--- src/rtl/trig_pkg.sv ---
package trig_pkg;
  typedef enum logic [1:0] {
    OP_EXEC  = 2'd0,
    OP_LOAD  = 2'd1,
    OP_STORE = 2'd2
  } trig_op_e;

  typedef enum logic [2:0] {
    MM_EQ   = 3'd0,
    MM_POW2 = 3'd1,
    MM_GE   = 3'd2,
    MM_LT   = 3'd3,
    MM_MLO  = 3'd4,
    MM_MHI  = 3'd5
  } trig_mode_e;

  localparam int OP_BITS   = 3;
  localparam int PRIV_BITS = 4;
  localparam int MODE_BITS = 3;
endpackage

--- src/rtl/trig_slot.sv ---
module trig_slot
  import trig_pkg::*;
#(
  parameter int XLEN = 64
) (
  input  logic [1:0]           acc_op,
  input  logic [1:0]           cur_priv,
  input  logic [XLEN-1:0]      acc_addr,
  input  logic [XLEN-1:0]      acc_data,
  input  logic                 dbg_mode,
  input  logic                 narrow_mode,
  input  logic [OP_BITS-1:0]   op_en,
  input  logic [PRIV_BITS-1:0] priv_en,
  input  logic                 sel,
  input  logic [MODE_BITS-1:0] mode,
  input  logic [XLEN-1:0]      cmp,
  output logic                 match
);
  localparam int HALF = XLEN / 2;

  logic [XLEN-1:0] value;
  logic [XLEN-1:0] pow2_mask;
  logic [XLEN-1:0] half_mask;
  logic            eligible;
  logic            cmp_ok;

  always_comb begin
    value = sel ? acc_data : acc_addr;
    if (narrow_mode) value = value & {{(XLEN-32){1'b0}}, {32{1'b1}}};
  end

  // Trailing-ones run: bit i is cleared while cmp[i:0] is all ones.
  always_comb begin
    logic run;
    run = 1'b1;
    for (int i = 0; i < XLEN; i++) begin
      run = run & cmp[i];
      pow2_mask[i] = ~run;
    end
  end

  assign half_mask = cmp >> HALF;

  always_comb begin
    case (trig_mode_e'(mode))
      MM_EQ:   cmp_ok = (value == cmp);
      MM_POW2: cmp_ok = ((value & pow2_mask) == (cmp & pow2_mask));
      MM_GE:   cmp_ok = (value >= cmp);
      MM_LT:   cmp_ok = (value < cmp);
      MM_MLO:  cmp_ok = ((value & half_mask) == (cmp & half_mask));
      MM_MHI:  cmp_ok = (((value >> HALF) & half_mask) == (cmp & half_mask));
      default: cmp_ok = 1'b0;
    endcase
  end

  always_comb begin
    eligible = 1'b0;
    if (!dbg_mode && acc_op != 2'd3)
      eligible = op_en[acc_op] & priv_en[cur_priv];
  end

  assign match = eligible & cmp_ok;
endmodule

--- src/rtl/trig_resolve.sv ---
module trig_resolve #(
  parameter int NTRIG = 4,
  parameter int IW    = (NTRIG > 1) ? $clog2(NTRIG) : 1
) (
  input  logic [NTRIG-1:0] raw,
  input  logic [NTRIG-1:0] chain,
  output logic             found,
  output logic [IW-1:0]    idx
);
  always_comb begin
    logic link_ok;
    link_ok = 1'b1;
    found   = 1'b0;
    idx     = '0;
    for (int i = 0; i < NTRIG; i++) begin
      if (!link_ok) begin
        if (!chain[i]) link_ok = 1'b1;
      end else if (raw[i]) begin
        if (!chain[i] && !found) begin
          found = 1'b1;
          idx   = IW'(i);
        end
      end else if (chain[i]) begin
        link_ok = 1'b0;
      end
    end
  end
endmodule

--- src/rtl/trig_match_unit.sv ---
module trig_match_unit
  import trig_pkg::*;
#(
  parameter int XLEN  = 64,
  parameter int NTRIG = 4,
  parameter int ACTW  = 3,
  localparam int IW   = (NTRIG > 1) ? $clog2(NTRIG) : 1
) (
  input  logic                       clk,
  input  logic                       rst,
  input  logic                       acc_valid,
  input  logic [1:0]                 acc_op,
  input  logic [XLEN-1:0]            acc_addr,
  input  logic [XLEN-1:0]            acc_data,
  input  logic [1:0]                 cur_priv,
  input  logic                       dbg_mode,
  input  logic                       narrow_mode,
  input  logic [NTRIG*OP_BITS-1:0]   cfg_op_en,
  input  logic [NTRIG*PRIV_BITS-1:0] cfg_priv_en,
  input  logic [NTRIG-1:0]           cfg_sel,
  input  logic [NTRIG*MODE_BITS-1:0] cfg_mode,
  input  logic [NTRIG-1:0]           cfg_chain,
  input  logic [NTRIG-1:0]           cfg_timing,
  input  logic [NTRIG*ACTW-1:0]      cfg_action,
  input  logic [NTRIG*XLEN-1:0]      cfg_cmp,
  output logic                       hit,
  output logic [IW-1:0]              hit_idx,
  output logic [ACTW-1:0]            hit_action,
  output logic                       hit_timing
);
  logic [NTRIG-1:0] raw;
  logic             found;
  logic [IW-1:0]    win;

  for (genvar g = 0; g < NTRIG; g++) begin : g_slot
    trig_slot #(.XLEN(XLEN)) u_slot (
      .acc_op      (acc_op),
      .cur_priv    (cur_priv),
      .acc_addr    (acc_addr),
      .acc_data    (acc_data),
      .dbg_mode    (dbg_mode),
      .narrow_mode (narrow_mode),
      .op_en       (cfg_op_en[g*OP_BITS +: OP_BITS]),
      .priv_en     (cfg_priv_en[g*PRIV_BITS +: PRIV_BITS]),
      .sel         (cfg_sel[g]),
      .mode        (cfg_mode[g*MODE_BITS +: MODE_BITS]),
      .cmp         (cfg_cmp[g*XLEN +: XLEN]),
      .match       (raw[g])
    );
  end

  trig_resolve #(.NTRIG(NTRIG), .IW(IW)) u_resolve (
    .raw   (raw),
    .chain (cfg_chain),
    .found (found),
    .idx   (win)
  );

  always_ff @(posedge clk) begin
    if (rst) begin
      hit        <= 1'b0;
      hit_idx    <= '0;
      hit_action <= '0;
      hit_timing <= 1'b0;
    end else if (acc_valid && found) begin
      hit        <= 1'b1;
      hit_idx    <= win;
      hit_action <= cfg_action[int'(win)*ACTW +: ACTW];
      hit_timing <= cfg_timing[win];
    end else begin
      hit        <= 1'b0;
      hit_idx    <= '0;
      hit_action <= '0;
      hit_timing <= 1'b0;
    end
  end
endmodule

--- config.mk ---
export PLATFORM = sky130hd
export DESIGN_NAME = trig_match_unit
export DESIGN_NICKNAME = d
export VERILOG_FILES = /design/src/rtl/trig_pkg.sv /design/src/rtl/trig_slot.sv /design/src/rtl/trig_resolve.sv /design/src/rtl/trig_match_unit.sv
export SDC_FILE = /design/constraint.sdc
export NUM_CORES = 1
export LEC_CHECK = 0
export CELL_PAD_IN_SITES_DETAIL_PLACEMENT = 1
export CELL_PAD_IN_SITES_GLOBAL_PLACEMENT = 2
export CORE_UTILIZATION = 26
export CTS_BUF_LIST = sky130_fd_sc_hd__clkbuf_4
export CTS_CLUSTER_SIZE = 14
export DETAILED_ROUTE_END_ITERATION = 7
export GPL_TIMING_DRIVEN = 0
export PLACE_DENSITY = 0.77
export SYNTH_ARGS = -nofsm -noshare
export SYNTH_HDL_FRONTEND = slang
export SYNTH_HIERARCHICAL = 1
export SYNTH_SLANG_ARGS = --single-unit
--- constraint.sdc ---
create_clock -name clk -period 13.3 [get_ports clk]
set_input_delay 2.66 -clock clk [delete_from_list [all_inputs] [get_ports clk]]
set_output_delay 2.66 -clock clk [all_outputs]
set_load 0.01 [all_outputs]
Word-level counts from Yosys, hierarchy flattened
Cells that the tools add are included.

Logic and storage cells: 670. Input port bits: 457. Register bits after elaboration: 7. Output and inout bits: 7.

Order comparisons: 11. Reductions and logical operators: 17. Multipliers: 1. Shift-type cells: 1. Bitwise gates (word level): 537. Multiplexer cells: 62. Equal/unequal tests: 37.

Operator list (count): $eq A64 B64 Y1 (16); $and A64 B32 Y64 (8); $and A64 B64 Y64 (8); $mux W64 (8); $and A1 B1 Y1 (260); $not A1 Y1 (257); $ge A64 B64 Y1 (4); $lt A64 B64 Y1 (4); $and A32 B32 Y32 (4); $mux W1 (33); $eq A3 B2 Y1 const B (8); $eq A3 B3 Y1 const B (8); $pmux W1 S6 (4); $bmux W1 S2 (9); $mux W2 (8); $eq A3 B1 Y1 const B (4); $logic_not A3 Y1 (4); $shiftx A12 B5 Y3 (1); $lt A2 B3 Y1 const B (3); $logic_not A1 Y1 (7); $logic_and A1 B1 Y1 (5); $mul A2 B2 Y4 const B (1); $ne A2 B2 Y1 const B (1); $reduce_or A2 Y1 (1).

Logic depth before layout (Yosys ltp)
Depth in word-level cells: 87. Gate-level depth with buffers: 22. Gate-level depth less buffers: 19.

Hierarchy
Netlist, hierarchy kept.

By module, submodules not included: trig_slot at g_slot[1].u_slot ... (times used 2, area an instance 4762.1 µm², cells an instance 695, seq. area each 0.0 µm²); trig_slot at g_slot[0].u_slot (times used 1, area an instance 4890.9 µm², cells an instance 703, seq. area each 0.0 µm²); trig_slot at g_slot[3].u_slot (times used 1, area an instance 4759.6 µm², cells an instance 690, seq. area each 0.0 µm²); trig_match_unit (times used 1, area an instance 302.8 µm², cells an instance 25, seq. area each 140.1 µm²); trig_resolve (times used 1, area an instance 102.6 µm², cells an instance 16, seq. area each 0.0 µm²).

Worst setup path after synthesis
Ideal clock, no wire load.

Path type: input-to-reg. Start: input port cfg_sel[3]. End: register hit_action[2]. Path buffers: 5. Required time: 13.176 ns. Cell stages on the path: 22. Library setup time: 0.124 ns. Data arrival time: 6.579 ns. Slack: 6.597 ns. Cell sequence: buf_6 buf_6 buf_6 buf_4 mux2i_1 inv_1 ha_1 nor4b_1 o21ai_0 a311oi_1 nand3_1 nor4_1 nand4b_1 or4_1 o311a_1 a21oi_1 nand2b_1 maj3_1 nor3_1 buf_6 mux2i_1 o22ai_1.

Elaborated cells between the ends (all ways): 22.

RTL lines: from (decl) (line trig_match_unit.sv:20) `input logic [NTRIG-1:0] cfg_sel,`; $mux W64 (*) (line trig_slot.sv:28) `value = sel ? acc_data : acc_addr;`; $mux W64 (*) (line trig_slot.sv:29) `if (narrow_mode) value = value & {{(XLEN-32){1'b0}}, {32{1'b1}}};`; branches (longest 2 deep; another with $lt A64 B64 Y1); $pmux W1 S6 (*) (line trig_slot.sv:45) `case (trig_mode_e'(mode))`; $and A1 B1 Y1 (*) (line trig_slot.sv:62) `assign match = eligible & cmp_ok;`; named net raw[3] (line trig_match_unit.sv:31) `logic [NTRIG-1:0] raw;`; $mux W2 (*) (line trig_resolve.sv:18) `end else if (raw[i]) begin`; $mux W2 (*) (line trig_resolve.sv:16) `if (!link_ok) begin`; named net win[1] (line trig_match_unit.sv:33) `logic [IW-1:0] win;`; $mul A2 B2 Y4 (*) (line trig_match_unit.sv:68) `hit_action <= cfg_action[int'(win)*ACTW +: ACTW];`; $shiftx A12 B5 Y3 (*) (line trig_match_unit.sv:68); to (signal assigned) (line trig_match_unit.sv:68); to (decl) (line trig_match_unit.sv:28) `output logic [ACTW-1:0] hit_action,`.

Mark *: on every way through the listed nets, which the timed path passes. A chain may end at the register's enable or synchronous reset.

Worst setup path after layout
Start: input port narrow_mode. End: register hit_timing.

Elaborated cells between the ends (all ways): 83.

RTL lines: from (decl) (line trig_match_unit.sv:17) `input logic narrow_mode,`; $mux W64 (*) (line trig_slot.sv:29); branches (longest 2 deep; another with $lt A64 B64 Y1); $pmux W1 S6 (*) (line trig_slot.sv:45); $and A1 B1 Y1 (*) (line trig_slot.sv:62); named net raw[0] (line trig_match_unit.sv:31); $mux W1 (line trig_resolve.sv:18); $logic_not A1 Y1 (line trig_resolve.sv:19) `if (!chain[i] && !found) begin`; $logic_and A1 B1 Y1 (line trig_resolve.sv:19); [... 8 more ...]; $logic_not A1 Y1 (line trig_resolve.sv:19); $logic_and A1 B1 Y1 (line trig_resolve.sv:19); $mux W2 (line trig_resolve.sv:19); $mux W2 (line trig_resolve.sv:18); $mux W2 (*) (line trig_resolve.sv:16); named net win[1] (line trig_match_unit.sv:33); $bmux W1 S2 (*) (line trig_match_unit.sv:69) `hit_timing <= cfg_timing[win];`; $mux W1 (not written as such) (*) (line trig_match_unit.sv:69); to (signal assigned) (line trig_match_unit.sv:69); to (decl) (line trig_match_unit.sv:29) `output logic hit_timing`.

Mark *: on every way through the listed nets, which the timed path passes. The select of a mux whose other input is x is not followed.

==> summary.txt <==
Floorplanning
  – Io pins: 464
  – Initial cell density of the core: 0.263
  – Chip width: 276 µm
  – Core area: 74400 µm²
  – Die Height: 276 µm
  – Die area: 76400 µm²
  – Number of core rows: 100

Yosys
  – Post-synth ARST share: 0
  – Sequential area share after synthesis: 0.00716
  – Synth cell types: 90
  – Syn Area/Cell: 6.93 µm²
  – Number of synthesized flops with an enable pin: 0
  – Cell taking the most area after synthesis: ha_1
  – Number of synthesized register bits: 7
  – Synth top area share: 0.166
  – Synth warn: 6
  – Syn Nets: 3541
  – Cells after Synth: 2824
  – Mapped cell area: 19600 µm²
  – Area contributors post-synth: ha_1, mux2i_1, xnor2_1
  – Post-synth top flop: dfxtp_1

Critical path
  – Crit-path max cell delay: 1.07 ns
  – Startpoint types: primary input
  – Critical path arrival: 10.24 ns
  – CP Cell Sequence: clkdlybuf4s50_1 -> clkbuf_1 -> buf_2 -> buf_2 -> nor2_1 -> ha_1 -> nand4_1 -> nor4_1 -> nand4_1 -> nor2_1 -> a211o_1 -> or4_1 -> nand4_1 -> nand3_1 -> o221ai_2 -> maj3_1 -> nor3_1 -> buf_6 -> mux2i_1 -> o22ai_1
  – Worst path bufs/invs: 5
  – Most used cell, CP: nand4_1
  – Type of the worst setup path: primary input to register
  – Critical path's top delay family: simple AND/OR/NAND/NOR gates
  – Worst path slowest cell: nor4_1
  – Critical Path RT: 13.44 ns
  – Largest fanout on the critical path: 15
  – CP Capture Type: register

Timing
  – Unrepaired setup endpoints after global routing: false
  – Slew Limit Fails: 1
  – Number of setup violations in the final report: 0
  – Final period util: 0.759
  – Slew @ Worst Pin: 1.49 ns
  – Fmax: 99.1 MHz
  – Worst slew margin: -0.0189
  – Final TNS setup: 0 ns
  – Min cycle time layout: 10.10 ns
  – Final count of hold timing violations: 0

Status
  – Violated checks: max-capacitance violations, max-slew violations
  – Status: complete, but fails checks

GRT
  – GR peak layer: met2
  – Global route overflow: 0
  – Largest net degree at the start of global routing: 16
  – Met3 usage: 0.0903
  – Met1 usage: 0.513
  – Met2 usage: 0.700
  – Global-route wire length before repair: 233 mm
  – Global Route Usage Sum: 0.440
  – Vias in the first global route: 27400
  – Antenna violations before repair: 2

Placed design
  – RePlAce Congestion: 1.12
  – HPWL Detailed: 153 mm
  – IO buf count: 452

Drt
  – DR WL/cell: 41.2 µm
  – DRC Markers: 0
  – Pre-Repair DR Iteration Count: 6
  – Via count: 27300
  – Final ANT Viol Nets: 0
  – Final wirelength: 175 mm
  – Vias per cell: 6.42
  – DRT iter0 DRCs: 3169

Layout
  – Layout cells sized above 1: 0.0344
  – Filler cell count: 9271
  – Commonest non-fill, non-tap cells in the layout: clkdlybuf4s50_1, inv_1, ha_1
  – Antenna diodes: 0
  – Finished Core Util: 0.341
  – Most common cell after layout, fill and taps aside: clkdlybuf4s50_1
  – # nets final: 4000
  – Syn-to-layout area delta: 29.6%

Power and ir drop
  – Pwr dens: 46.8 nW/µm²
  – Maximum VDD drop: 0.0000347 V
  – Pleak: 11.4 nW

Clock tree
  – Hold_buf cts: 0
  – Clock Tree Root: clkbuf_4
  – PostCTS Resize Cnt: 0
  – Clock Tree Buf Depth: 2
  – TritonCTS Buffers: 3
  – Postcts setup bufs: 0
  – Clock transition at path regs: 0.06 ns
  – # clock sinks: 7
  – TritonCTS clock tree: yes
  – H-Tree Depth: 1

Run
  – Max cap viols: 1

Min path
  – Hold Crit Class: primary input to register
[flip-flops by register name, summed over array words and instances, names as in the netlist]
register and flops:
hit_action 3, hit_idx 2, hit_timing 1, hit 1
[logic make-up (layout without fill, tap and decap cells)]
family	Yosys count	after routing	synth area share
XOR/XNOR	199	199	0.0890
flip-flops	7	7	0.00716
multiplexers	271	271	0.144
adder cells (fa/ha/maj)	262	262	0.167
buffers and inverters	469	927	0.0977
AND/OR/NAND/NOR	818	818	0.216
AO/OA/AOI/OAI	798	798	0.279
[report_power, final]
| part | leakage, nW | switching, mW | internal (mW) |
|---|---|---|---|
| Clock | 0.0177 | 0.00995 | 0.0111 |
| Sequential | 0.0564 | 0.0000117 | 0.0210 |
| Combinational | 11.3 | 0.747 | 0.398 |
[cell type report]
type | instances | area, µm² | share of cell area
Multi-Input combinational cell | 2348 | 17500 | 0.691
Timing Repair Buffer | 454 | 4540 | 0.179
Inverter | 401 | 1510 | 0.0593
Tap cell | 969 | 1210 | 0.0478
Buffer | 68 | 408 | 0.0161
Sequential cell | 7 | 140 | 0.00552
Clock buffer | 3 | 22.5 | 0.000888
Clock inverter | 1 | 5.00 | 0.000197
[worst paths after layout]
| path | from | end | slack [ns] | cells after the start |
|---|---|---|---|---|
| worst max-delay path | narrow_mode | hit_timing$_SDFF_PP0_ | 3.20 | 20 |
| worst min-delay path | cfg_action[5] | hit_action[2]$_SDFF_PP0_ | 3.04 | 3 |
[cell usage after synthesis (9+ instances only)]
| cell type | count |
|---|---|
| a2111oi_0 | 21 |
| a211oi_1 | 28 |
| a21o_1 | 74 |
| a21oi_1 | 151 |
| a221oi_1 | 33 |
| a222oi_1 | 9 |
| a22o_1 | 20 |
| a22oi_1 | 50 |
| a2bb2oi_1 | 10 |
| a311oi_1 | 15 |
| a31oi_1 | 34 |
| a32oi_1 | 12 |
| and3_1 | 15 |
| and4_1 | 16 |
| buf_2 | 20 |
| buf_6 | 13 |
| clkbuf_1 | 27 |
| ha_1 | 260 |
| inv_1 | 399 |
| mux2_2 | 11 |
| mux2i_1 | 250 |
| nand2_1 | 141 |
| nand2b_1 | 14 |
| nand3_1 | 70 |
| nand4_1 | 96 |
| nor2_1 | 234 |
| nor2b_1 | 21 |
| nor3_1 | 71 |
| nor4_1 | 48 |
| nor4b_1 | 9 |
| o2111ai_1 | 20 |
| o211ai_1 | 21 |
| o21ai_0 | 138 |
| o221ai_1 | 14 |
| o22a_1 | 9 |
| o22ai_1 | 78 |
| o31ai_1 | 9 |
| or2_2 | 20 |
| or4_1 | 12 |
| xnor2_1 | 199 |
[through the flow]
step	worst slack, ns	cells	power (mW)	cell area, µm²	hold slack (ns)
6_report	3.20	4251	1.19	25400	3.04
3_5_place_dp	3.32	4247	1.11	25300	3.33
5_1_grt	3.22	4251	1.22	25400	3.06
3_3_place_gp	3.34	4245	1.11	25300	3.31
2_1_floorplan	6.60	2824	0.537	19600	2.83
4_1_cts	3.58	4251	1.14	25400	3.04
[per-layer routing]
metal  wire [µm]  up-vias
li1            -    11500
met3       15400      547
met4       17000        0
met2       76600     1807
met1       66000    13400
met5           0        -
(Power assumes the default switching activity.)
